**src/rtl/ps2rx_pkg.sv**
```systemverilog
package ps2rx_pkg;

    // Receive state machine positions.
    typedef enum logic [1:0] {
        ST_IDLE   = 2'd0,
        ST_DATA   = 2'd1,
        ST_PARITY = 2'd2,
        ST_STOP   = 2'd3
    } rx_state_e;

endpackage

```
**src/rtl/ps2rx_line_filt.sv**
```systemverilog
// Two-flop synchronizer followed by a stability filter. The filtered
// level follows the synchronized level only after it has differed for
// FILT_LEN consecutive system clocks.
module ps2rx_line_filt #(
    parameter int FILT_LEN = 4,
    parameter bit IDLE_VAL = 1'b1
) (
    input  logic clk_i,
    input  logic rst_ni,
    input  logic line_i,
    output logic line_o
);
    localparam int CW = (FILT_LEN > 1) ? $clog2(FILT_LEN) : 1;
    localparam logic [CW-1:0] CNT_LAST = CW'(FILT_LEN - 1);

    logic          meta_q;
    logic          sync_q;
    logic [CW-1:0] cnt_q;

    always_ff @(posedge clk_i or negedge rst_ni) begin
        if (!rst_ni) begin
            meta_q <= IDLE_VAL;
            sync_q <= IDLE_VAL;
        end else begin
            meta_q <= line_i;
            sync_q <= meta_q;
        end
    end

    always_ff @(posedge clk_i or negedge rst_ni) begin
        if (!rst_ni) begin
            cnt_q  <= '0;
            line_o <= IDLE_VAL;
        end else if (sync_q == line_o) begin
            cnt_q <= '0;
        end else if (cnt_q == CNT_LAST) begin
            cnt_q  <= '0;
            line_o <= sync_q;
        end else begin
            cnt_q <= cnt_q + 1'b1;
        end
    end
endmodule

```
**src/rtl/ps2rx_gap_timer.sv**
```systemverilog
// Counts system cycles since the last PS/2 clock fall while a frame runs.
module ps2rx_gap_timer #(
    parameter int GAP_CYC = 10000,
    parameter int TMO_CYC = 15000
) (
    input  logic clk_i,
    input  logic rst_ni,
    input  logic clr_i,
    input  logic run_i,
    output logic gap_over_o,
    output logic tmo_o
);
    localparam int CW = $clog2(TMO_CYC + 1);
    localparam logic [CW-1:0] TMO_LAST = CW'(TMO_CYC - 1);
    localparam logic [CW-1:0] GAP_LIM  = CW'(GAP_CYC);

    logic [CW-1:0] cnt_q;

    always_ff @(posedge clk_i or negedge rst_ni) begin
        if (!rst_ni) begin
            cnt_q <= '0;
        end else if (clr_i) begin
            cnt_q <= '0;
        end else if (run_i && (cnt_q != TMO_LAST)) begin
            cnt_q <= cnt_q + 1'b1;
        end
    end

    assign gap_over_o = (cnt_q >= GAP_LIM);
    assign tmo_o      = (cnt_q == TMO_LAST);
endmodule

```
**src/rtl/ps2rx_retry.sv**
```systemverilog
// Bounded resend request generator.
module ps2rx_retry #(
    parameter int RETRY_MAX = 3
) (
    input  logic clk_i,
    input  logic rst_ni,
    input  logic fail_i,
    input  logic good_i,
    output logic req_o
);
    localparam int CW = $clog2(RETRY_MAX + 1);
    localparam logic [CW-1:0] LIM = CW'(RETRY_MAX);

    logic [CW-1:0] cnt_q;

    always_ff @(posedge clk_i or negedge rst_ni) begin
        if (!rst_ni) begin
            cnt_q <= '0;
            req_o <= 1'b0;
        end else begin
            req_o <= 1'b0;
            if (good_i) begin
                cnt_q <= '0;
            end else if (fail_i) begin
                if (cnt_q < LIM) begin
                    cnt_q <= cnt_q + 1'b1;
                    req_o <= 1'b1;
                end else begin
                    cnt_q <= '0;
                end
            end
        end
    end
endmodule

```
**src/rtl/ps2_frame_rx.sv**
```systemverilog
module ps2_frame_rx
    import ps2rx_pkg::*;
#(
    parameter int DATA_W     = 8,
    parameter int FILTER_LEN = 4,
    parameter int GAP_CYC    = 10000,
    parameter int TMO_CYC    = 15000,
    parameter int RETRY_MAX  = 3,
    parameter int QUIET_POS  = 3
) (
    input  logic              clk_i,
    input  logic              rst_ni,
    input  logic              ps2_clk_i,
    input  logic              ps2_dat_i,
    input  logic              hold_i,
    input  logic              abort_i,
    output logic              byte_valid_o,
    output logic [DATA_W-1:0] byte_o,
    output logic              resend_req_o
);
    localparam int IW = (DATA_W > 1) ? $clog2(DATA_W) : 1;
    localparam logic [IW-1:0] IDX_LAST = IW'(DATA_W - 1);
    localparam int N_LINES = 2;

    // Line conditioning: index 0 is the PS/2 clock, index 1 the data.
    logic [N_LINES-1:0] raw_lines;
    logic [N_LINES-1:0] filt_lines;
    assign raw_lines = {ps2_dat_i, ps2_clk_i};

    for (genvar g = 0; g < N_LINES; g++) begin : g_line
        ps2rx_line_filt #(
            .FILT_LEN(FILTER_LEN),
            .IDLE_VAL(1'b1)
        ) u_filt (
            .clk_i (clk_i),
            .rst_ni(rst_ni),
            .line_i(raw_lines[g]),
            .line_o(filt_lines[g])
        );
    end

    logic clk_f, dat_f, clk_d_q, fall;
    assign clk_f = filt_lines[0];
    assign dat_f = filt_lines[1];

    always_ff @(posedge clk_i or negedge rst_ni) begin
        if (!rst_ni) clk_d_q <= 1'b1;
        else         clk_d_q <= clk_f;
    end
    assign fall = clk_d_q & ~clk_f;

    // State and frame storage.
    rx_state_e          state_q, state_n;
    logic [IW-1:0]      idx_q, idx_n;
    logic [DATA_W-1:0]  sh_q, sh_n;
    logic               ev_good, ev_resend;
    logic               quiet_pos;
    logic               gap_over, tmo;
    logic               idle_force;

    assign idle_force = hold_i | abort_i;
    assign quiet_pos  = (state_q == ST_DATA) && ((int'(idx_q) + 1) <= QUIET_POS);

    ps2rx_gap_timer #(
        .GAP_CYC(GAP_CYC),
        .TMO_CYC(TMO_CYC)
    ) u_gap (
        .clk_i     (clk_i),
        .rst_ni    (rst_ni),
        .clr_i     (fall | idle_force | (state_q == ST_IDLE)),
        .run_i     (state_q != ST_IDLE),
        .gap_over_o(gap_over),
        .tmo_o     (tmo)
    );

    always_comb begin
        state_n   = state_q;
        idx_n     = idx_q;
        sh_n      = sh_q;
        ev_good   = 1'b0;
        ev_resend = 1'b0;
        if (idle_force) begin
            state_n = ST_IDLE;
            idx_n   = '0;
            sh_n    = '0;
        end else if (fall) begin
            if ((state_q != ST_IDLE) && gap_over) begin
                ev_resend = 1'b1;
                state_n   = ST_IDLE;
                idx_n     = '0;
                sh_n      = '0;
            end else begin
                unique case (state_q)
                    ST_IDLE: begin
                        if (!dat_f) begin
                            state_n = ST_DATA;
                            idx_n   = '0;
                            sh_n    = '0;
                        end
                    end
                    ST_DATA: begin
                        sh_n = {dat_f, sh_q[DATA_W-1:1]};
                        if (idx_q == IDX_LAST) state_n = ST_PARITY;
                        else                   idx_n   = idx_q + 1'b1;
                    end
                    ST_PARITY: begin
                        if (dat_f == ~^sh_q) begin
                            state_n = ST_STOP;
                        end else begin
                            ev_resend = 1'b1;
                            state_n   = ST_IDLE;
                            idx_n     = '0;
                            sh_n      = '0;
                        end
                    end
                    ST_STOP: begin
                        if (dat_f) ev_good   = 1'b1;
                        else       ev_resend = 1'b1;
                        state_n = ST_IDLE;
                        idx_n   = '0;
                    end
                    default: state_n = ST_IDLE;
                endcase
            end
        end else if ((state_q != ST_IDLE) && tmo) begin
            ev_resend = ~quiet_pos;
            state_n   = ST_IDLE;
            idx_n     = '0;
            sh_n      = '0;
        end
    end

    // State register.
    always_ff @(posedge clk_i or negedge rst_ni) begin
        if (!rst_ni) begin
            state_q <= ST_IDLE;
            idx_q   <= '0;
            sh_q    <= '0;
        end else begin
            state_q <= state_n;
            idx_q   <= idx_n;
            sh_q    <= sh_n;
        end
    end

    // Output register.
    always_ff @(posedge clk_i or negedge rst_ni) begin
        if (!rst_ni) begin
            byte_valid_o <= 1'b0;
            byte_o       <= '0;
        end else begin
            byte_valid_o <= ev_good;
            if (ev_good) byte_o <= sh_q;
        end
    end

    ps2rx_retry #(
        .RETRY_MAX(RETRY_MAX)
    ) u_retry (
        .clk_i (clk_i),
        .rst_ni(rst_ni),
        .fail_i(ev_resend),
        .good_i(ev_good),
        .req_o (resend_req_o)
    );
endmodule

```
**config.mk**
```make
export PLATFORM = sky130hd
export DESIGN_NAME = ps2_frame_rx
export DESIGN_NICKNAME = d
export VERILOG_FILES = /design/src/rtl/ps2rx_pkg.sv /design/src/rtl/ps2rx_line_filt.sv /design/src/rtl/ps2rx_gap_timer.sv /design/src/rtl/ps2rx_retry.sv /design/src/rtl/ps2_frame_rx.sv
export SDC_FILE = /design/constraint.sdc
export NUM_CORES = 1
export LEC_CHECK = 0
export BUFFER_PORTS_ARGS = -buffer_cell sky130_fd_sc_hd__buf_2
export CAP_MARGIN = 20
export CORE_UTILIZATION = 35
export DETAILED_ROUTE_END_ITERATION = 6
export GPL_TIMING_DRIVEN = 1
export HOLD_SLACK_MARGIN = 0.15
export SETUP_SLACK_MARGIN = 0.3
export SLEW_MARGIN = 20
export SYNTH_ARGS = -nofsm -noshare
export SYNTH_HDL_FRONTEND = slang
export SYNTH_SLANG_ARGS = --single-unit
```
**constraint.sdc**
```tcl
create_clock -name clk_i -period 3.82 [get_ports clk_i]
set_input_delay 0.382 -clock clk_i [delete_from_list [all_inputs] [get_ports clk_i]]
set_output_delay 0.382 -clock clk_i [all_outputs]
set_load 0.03 [all_outputs]
```
[Word-level counts from Yosys, hierarchy flattened]
Index checks and enable logic that the tools add are counted.
Storage, ports and cells
  flip-flop bits (word level): 50
  input port bits: 6
  output and inout bits: 10
  logic and storage cells: 112
Operators by class
  add/sub/neg operators: 6
  order comparisons: 3
  equality and inequality tests: 16
  mux-type cells: 47
  bitwise gates (word level): 8
  reductions and logical operators: 15
Operator list (number)
  $mux W8: 6
  $mux W14: 2
  $mux W2: 14
  $pmux W8 S3: 1
  $mux W3: 7
  $ne A5 B5 Y1 const B: 3
  $add A14 B1 Y14 const B: 1
  $eq A14 B14 Y1 const B: 1
  $ge A14 B14 Y1 const B: 1
  $mux W1: 14
  $ne A14 B14 Y1 const B: 1
  $pmux W3 S4: 1
  $eq A2 B2 Y1 const B: 4
  $pmux W2 S4: 1
  $reduce_and A4 Y1: 2
  $reduce_xnor A8 Y1: 1
  $add A2 B1 Y2 const B: 3
  $ne A6 B1 Y1 const B: 1
  $reduce_bool A2 Y1: 3
  $ne A5 B3 Y1 const B: 1
  $add A3 B1 Y4 const B: 1
  $le A4 B2 Y1 const B: 1
  $logic_and A1 B1 Y1: 4
  $not A1 Y1: 4
  other kinds (12): 17

[Longest topological paths before layout]
Gate-level depths: netlist of the first run.
  word-level depth: 9
  mapped depth: 7

[Hierarchy]
A second synthesis of the first run with hierarchy kept.
Second synthesis, totals
  cells, all modules: 235
  area total of the unflattened synthesis: 2573.7 um2
By module, submodules not included
  ps2_frame_rx: times used 1, cells an instance 117, area each 1268.7 um2
  ps2rx_gap_timer: times used 1, cells an instance 88, area each 817.0 um2
  ps2rx_line_filt: times used 2, cells an instance 10, area each 177.7 um2
  ps2rx_retry: times used 1, cells an instance 10, area each 132.6 um2

[Least setup slack after synthesis of the first run]
OpenSTA, ideal clock, no wires.
  path type: reg-to-reg
  start: register u_gap.cnt_q[7]
  end: register byte_o[0]
  library setup time: 0.125 ns
  data arrival time: 2.060 ns
  slack: 1.635 ns
  stages on the path, launching flop included: 6
  period minus slack after synthesis: 2.185 ns
  cell sequence: dfrtp_1 > or4_4 > a211o_4 > a211oi_4 > buf_6 > mux2_2
Between the ends
  longest elaborated chain between the ends: 5
Ends and longest elaborated chain
  start, declared: RTL line ps2rx_gap_timer.sv:17  | logic [CW-1:0] cnt_q;
  start signal, assigned: RTL line ps2rx_gap_timer.sv:25  | cnt_q <= cnt_q + 1'b1;
  $ge A14 B14 Y1: RTL line ps2rx_gap_timer.sv:29  | assign gap_over_o = (cnt_q >= GAP_LIM);
  $logic_and A1 B1 Y1: RTL line ps2_frame_rx.sv:87  | if ((state_q != ST_IDLE) && gap_over) begin
  $mux W1: RTL line ps2_frame_rx.sv:87
  $mux W1: RTL line ps2_frame_rx.sv:86  | end else if (fall) begin
  $mux W1: RTL line ps2_frame_rx.sv:82  | if (idle_force) begin
  via ev_good: RTL line ps2_frame_rx.sv:56  | logic ev_good, ev_resend;
  end signal, assigned: RTL line ps2_frame_rx.sv:153  | if (ev_good) byte_o <= sh_q;
  end, declared: RTL line ps2_frame_rx.sv:18  | output logic [DATA_W-1:0] byte_o,
The timed path passes the listed nets, and every way through them passes these cells.
A chain may end at the register's enable or synchronous reset.

[Worst setup path after layout of the first run]
  start: register u_gap.cnt_q[7]
  end: register byte_o[1]
Between the ends
  longest elaborated chain between the ends: 5
Ends and longest elaborated chain (RTL line)
  $ge A14 B14 Y1: ps2rx_gap_timer.sv:29
  $logic_and A1 B1 Y1: ps2_frame_rx.sv:87
  $mux W1: ps2_frame_rx.sv:87
  $mux W1: ps2_frame_rx.sv:86
  $mux W1: ps2_frame_rx.sv:82
No other way between the ends.

==> flow_summary.toml, run 1 <==
[outcome]
status = "complete, but fails checks"
violations = "design-rule violations"

[critical_path]
cp-end-kind = "flop"
arrival_ns = 2.67
crit_type = "reg2reg"
worstSetupStartpointType = "flop"
crit_fanout = 11
r2r_slack_ns = 1.33
worst_ep_required_time_ns = 4.00

[timing]
rsz0062_at_grt = "no"
maxSlewHeadroom = 0.591
min_period_ns = 2.49
setup_viol = 0
fmax_mhz = 402
hold_violations = 0
final.period_utilization = 0.651
finClkSkew_ns = 0.00848
fin_ws_ns = 1.33
worst_pin_slew_ns = 0.612
fin_setup_tns_ns = 0
drv_slew = 0

[placement]
hpwl_um = 2950
portBuffers = 15
post-place-ws_ns = 1.32
gp_congestion = 0.728

[clock_tree]
cts_setup_buffers = 0
clock-sinks = 50
cts_root_buf = "clkbuf_8"
clk_latency_ns = 0.30
cts_buffer_depth = 2
cts_max_level = 2
ctsResizeCount = 0
cts_tree = "done"
cts_buffers = 5
clk_pin_slew_ns = 0.09
ctsHoldBuffers = 1

[routing]
drt_wl_total_um = 4300
viasPerCell = 5.13
post_drt_wl_per_cell_um = 13.4
drc_errors = 2
first_pass_iters = 6
vias = 1640
ant_nets = 0
drtIter0Drc = 124

[synthesis]
ys_types = 48
syn_avg_cell_area_um2 = 11.0
ys_warn_count = 0
async_reset_ff_frac = 1.00
synth_edf_count = 0
ys.flop_type = "dfrtp_1"
yosysSeqAreaShare = 0.517
synth_nets = 234
synth_seq_cells = 50
synth_area_um2 = 2440
postSynthCellCount = 221

[global_route]
grt_overflow_total = 0
grt_start_max_net_pins = 29
grt_usage = 0.135
grt_pass1_wl_um = 7830
antenna_found_initial = 0
grt_pass1_vias = 1618

[floorplanning]
start_util = 0.361
coreArea_um2 = 6760
die_area_um2 = 7300
fp-row-count = 30
die_h_um = 85.5
die_x_um = 85.5
io-pin-count = 16

[hold_path]
hp-class = "in2reg"

[layout]
finish.utilization = 0.401
drive_gt1_frac = 0.221
final_nets = 252
n_antenna_cell = 0
layout_common_cells = "43 x dfrtp_1, 23 x nor2_1, 22 x nand2_1, 15 x buf_2, 12 x o21ai_0"
layout_commonest_cell = "dfrtp_1"
syn_to_final_growth_pct = 11.1

[pwr]
p_leak_nw = 1.19
powerDensity_nw_per_um2 = 447
ir_drop_mv = 0.205

[job]
drv_cap = 0
==> cells in the mapped netlist, types with 2 or more instances <==
master / instances / area share
nor4bb_1: 2 / 0.0082
nand3b_1: 2 / 0.0062
dfrtp_1: 43 / 0.44
and3_1: 4 / 0.010
a211oi_1: 2 / 0.0062
and2_1: 2 / 0.0051
nand3_1: 7 / 0.014
inv_1: 5 / 0.0077
nor2_1: 23 / 0.035
o211a_1: 2 / 0.0082
nor3b_1: 2 / 0.0062
xnor2_1: 10 / 0.036
nand4_1: 2 / 0.0051
nor2b_1: 4 / 0.010
a22oi_1: 8 / 0.025
ha_1: 7 / 0.036
a21oi_1: 6 / 0.012
mux2_2: 11 / 0.051
nand2_1: 22 / 0.034
o21ai_0: 12 / 0.025
clkbuf_1: 4 / 0.0062
dfstp_2: 7 / 0.075
nor3_1: 2 / 0.0041
xor2_1: 8 / 0.029
==> metrics by stage <==
step / total power [mW] / hold slack (ns) / instances / instance area (µm²)
after floorplan: 0.801 / 0.0864 / 221 / 2440
after global placement: 0.850 / 0.345 / 311 / 2590
after global routing: 1.29 / 0.152 / 320 / 2710
after detailed placement: 0.857 / 0.347 / 311 / 2590
after CTS: 1.23 / 0.160 / 320 / 2710
final: 1.21 / 0.169 / 320 / 2710
==> worst max-delay path, stage by stage (launching register included) <==
cell and delay [ns]:
dfrtp_1 0.43, or4_4 0.57, a211o_4 0.39, a211oi_4 0.58
mux2_2 0.41
==> final timing paths <==
check	from	to	depth (start not counted)
max in group asynchronous	rst_ni	g_line[1].u_filt.line_o$_DFFE_PN1P_	3
min	ps2_clk_i	g_line[0].u_filt.meta_q$_DFF_PN1_	1
max	u_gap.cnt_q[7]$_DFFE_PN0P_	byte_o[1]$_DFFE_PN0N_	4
min reg2reg	g_line[1].u_filt.meta_q$_DFF_PN1_	g_line[1].u_filt.sync_q$_DFF_PN1_	0
max reg2reg	u_gap.cnt_q[7]$_DFFE_PN0P_	byte_o[1]$_DFFE_PN0N_	4
min in group asynchronous	rst_ni	u_gap.cnt_q[12]$_DFFE_PN0P_	2
==> area by class of cell <==
class | count | area, µm²
Clock inverter | 3 | 40.0
Clock buffer | 5 | 68.8
Tap cell | 80 | 100
Fill cell | 655 | 4050
Inverter | 5 | 18.8
Sequential cell | 50 | 1260
Multi-Input combinational cell | 160 | 1130
Timing Repair Buffer | 17 | 92.6
==> power breakdown <==
group	total (mW)	switching (mW)	internal (mW)
Combinational	0.196	0.0994	0.0964
Sequential	0.650	0.0560	0.595
Clock	0.365	0.172	0.193
Total	1.21	0.327	0.884
==> state kept, by name, summed over array words and instances (netlist names) <==
signal	flops
u_gap.cnt_q	14
byte_o	8
sh_q	8
g_line.u_filt.cnt_q	4
idx_q	3
g_line.u_filt.line_o	2
g_line.u_filt.meta_q	2
g_line.u_filt.sync_q	2
state_q	2
u_retry.cnt_q	2
byte_valid_o	1
clk_d_q	1
u_retry.req_o	1
==> cells by family after synthesis <==
family | share of synthesized area
AO/OA/AOI/OAI | 0.124
flip-flops | 0.517
adder cells (fa/ha/maj) | 0.0359
multiplexers | 0.0570
XOR/XNOR | 0.0739
buffers and inverters | 0.0205
AND/OR/NAND/NOR | 0.172
==> metal layers <==
layer / wire length [µm] / vias up / part of all wire / track usage
met4: 29 / 0 / 0.0067 / 0.0364
met2: 1970 / 13 / 0.46 / 0.197
met5: 0 / - / 0 / 0
li1: - / 810 / - / -
met1: 2220 / 813 / 0.52 / 0.200
met3: 83 / 4 / 0.019 / 0.0292
Power figures use the tool's default switching activity.
==> run 2: changes to the inputs <==
Settings changed: ABC_AREA from default to 1.
Clock period 3.82 ns to 2.2 ns, I/O delays scaled along.
==> flow_summary.toml, run 2 <==
[clock_tree]
clk_latency_ns = 0.32
cts_buffers = 5
cts_buffer_depth = 2
clock-sinks = 50
clk_pin_slew_ns = 0.10
cts_max_level = 2
cts_root_buf = "clkbuf_8"
cts_tree = "done"

[critical_path]
arrival_ns = 1.98
worstSetupStartpointType = "flop"
worst_ep_required_time_ns = 2.42
reg2reg_to = "u_retry.cnt_q[0]$_DFFE_PN0P_"
r2r_cells = 7
crit_fanout = 4
r2r-start = "idx_q[0]$_DFFE_PN0P_"
crit_type = "reg2reg"
r2r_slack_ns = 0.43
cp-end-kind = "flop"

[timing]
maxSlewHeadroom = 0.769
min_period_ns = 1.77
final.period_utilization = 0.804
timing.hold.ws_ns = 0.360
hold_violations = 0
worst_pin_slew_ns = 0.343
fin_ws_ns = 0.432
rsz0062_at_grt = "no"
drv_slew = 0
finClkSkew_ns = 0.0103
fmax_mhz = 566
setup_viol = 0
fin_setup_tns_ns = 0

[pwr]
intPower_mw = 1.36
p_clk_frac = 0.302
p_comb_frac = 0.147
p_leak_nw = 1.47
ir_drop_mv = 0.403
powerDensity_nw_per_um2 = 664
p_sw_frac = 0.302
seqPwrFrac = 0.551
p_sw_mw = 0.586

[layout]
top_regs = "u_gap.cnt_q (14), byte_o (8), sh_q (8)"
largest_reg_flops = 14
drive_gt1_frac = 0.182
instances_no_fill = 426
n_antenna_cell = 0
largest-register = "u_gap.cnt_q"
layout_commonest_cell = "nand2_1"
layout_common_cells = "104 x nand2_1, 43 x dfrtp_1, 38 x inv_1, 15 x buf_2, 14 x a21oi_1"
final_nets = 342
syn_to_final_growth_pct = 13.8

[synthesis]
synth.area.top_cells = "dfrtp_1 42%, nand2_1 15%, dfstp_2 7.2%"
synth_area_um2 = 2570
synth_edf_count = 0
yosysSeqAreaShare = 0.490
synth_seq_cells = 50
postSynthCellCount = 303
async_reset_ff_frac = 1.00
synth_common_cells = "104 x nand2_1, 43 x dfrtp_1, 38 x inv_1"
yosysMostFrequentCell = "nand2_1"
ys_warn_count = 0
ys.flop_type = "dfrtp_1"
synth_top_area_share = 0.418
synth_top_area_cell = "dfrtp_1"
syn_avg_cell_area_um2 = 8.49
synth_nets = 316
ys_types = 33

[floorplanning]
fp-row-count = 30
start_util = 0.370
coreArea_um2 = 6940
die_x_um = 87.7
die_h_um = 87.7
die_area_um2 = 7690
io-pin-count = 16

[hold_path]
min_to = "g_line[0].u_filt.sync_q$_DFF_PN1_"
whs_path_depth = 0
hp-class = "reg2reg"
min_from = "g_line[0].u_filt.meta_q$_DFF_PN1_"

[routing]
drc_errors = 0
first_pass_iters = 4
drtIter0Drc = 99
ant_nets = 0
drt_wl_total_um = 4660
post_drt_wl_per_cell_um = 10.9
vias = 1935
viasPerCell = 4.54

[placement]
post-place-ws_ns = 0.457
hpwl_um = 3400
gp_congestion = 0.861
place_inst = 415
portBuffers = 15

[global_route]
grt_overflow_total = 0
grt_pass1_wl_um = 8140
grt_start_max_net_pins = 51
grt_usage = 0.137
grt_pass1_vias = 1791
antenna_found_initial = 0

[job]
drv_cap = 0

[outcome]
status = "completed"
## run 2: cell types whose count changed in the layout (fill, tap and decap cells not counted), moves of 10 or more
cell,change
inv_1,+33
mux2_2,-11
nand2_1,+82
nor2_1,-10
## run 2: metrics by stage
step / utilization / area [µm²] / power, mW
detailed placement: 0.402 / 2790 / 1.37
global placement: 0.402 / 2790 / 1.36
finish: 0.421 / 2930 / 1.94
floorplan: - / 2570 / 1.28
global route: 0.421 / 2930 / 2.05
CTS: 0.420 / 2920 / 1.96
## run 2: worst max path at each step
| stage | startpoint | to | slack (ns) | cells after the start |
|---|---|---|---|---|
| after floorplan | idx_q[0]$_DFFE_PN0P_ | u_retry.cnt_q[0]$_DFFE_PN0P_ | 0.62 | 7 |
| after global placement | abort_i | byte_o[6]$_DFFE_PN0N_ | 0.49 | 10 |
| after detailed placement | idx_q[0]$_DFFE_PN0P_ | u_retry.cnt_q[0]$_DFFE_PN0P_ | 0.46 | 7 |
| after CTS | idx_q[0]$_DFFE_PN0P_ | u_retry.cnt_q[0]$_DFFE_PN0P_ | 0.43 | 7 |
| after global routing | idx_q[0]$_DFFE_PN0P_ | u_retry.cnt_q[0]$_DFFE_PN0P_ | 0.32 | 7 |
| final | idx_q[0]$_DFFE_PN0P_ | u_retry.cnt_q[0]$_DFFE_PN0P_ | 0.43 | 7 |
## run 2: kinds of logic after synthesis
group,count (synthesis),share of synthesized area
AOI/OAI and AO/OA,36,0.0774
xor gates and xnor gates,4,0.0136
adders and majority gates,7,0.0341
buffers and inverters,43,0.0642
DFF,50,0.490
and+or+nand+nor,163,0.321
## run 2: final cells by class
type | instances | area (µm²)
Fill cell | 698 | 4020
Sequential cell | 50 | 1260
Multi-Input combinational cell | 210 | 1150
Timing Repair Buffer | 21 | 140
Clock buffer | 5 | 68.8
Tap cell | 96 | 120
Clock inverter | 3 | 28.8
Inverter | 41 | 154
## run 2: power groups by stage
stage	clock network [mW]	logic [mW]	registers [mW]
after floorplan	0	0.214	1.07
after global placement	0	0.275	1.08
after detailed placement	0	0.281	1.09
after CTS	0.606	0.287	1.07
after global routing	0.637	0.339	1.08
final	0.587	0.286	1.07
## run 2: critical path, stage by stage, from the launching register on
cell and delay [ns]:
dfrtp_1 0.42, ha_1 0.22, ha_1 0.30, a31o_2 0.22
o21ai_1 0.25, nand2_1 0.12, nand3_1 0.08, nand2_1 0.05
## run 2: repair_timing
| action | 4_1_cts | 5_1_grt |
|---|---|---|
| setup endpoints to repair | 0 | 2 |
| gates resized for setup | 0 | 1 |
| setup buffers | 0 | 0 |
| endpoints found under the hold margin | 52 | 0 |
| hold buffers | 3 | 0 |
## run 2: metal layers
metal / global-route usage / routed length, µm / up-vias
met3: 0.0339 / 113 / 7
met5: 0 / 0 / -
met2: 0.210 / 2090 / 13
met1: 0.186 / 2380 / 906
li1: - / - / 1009
met4: 0.0537 / 78 / 0
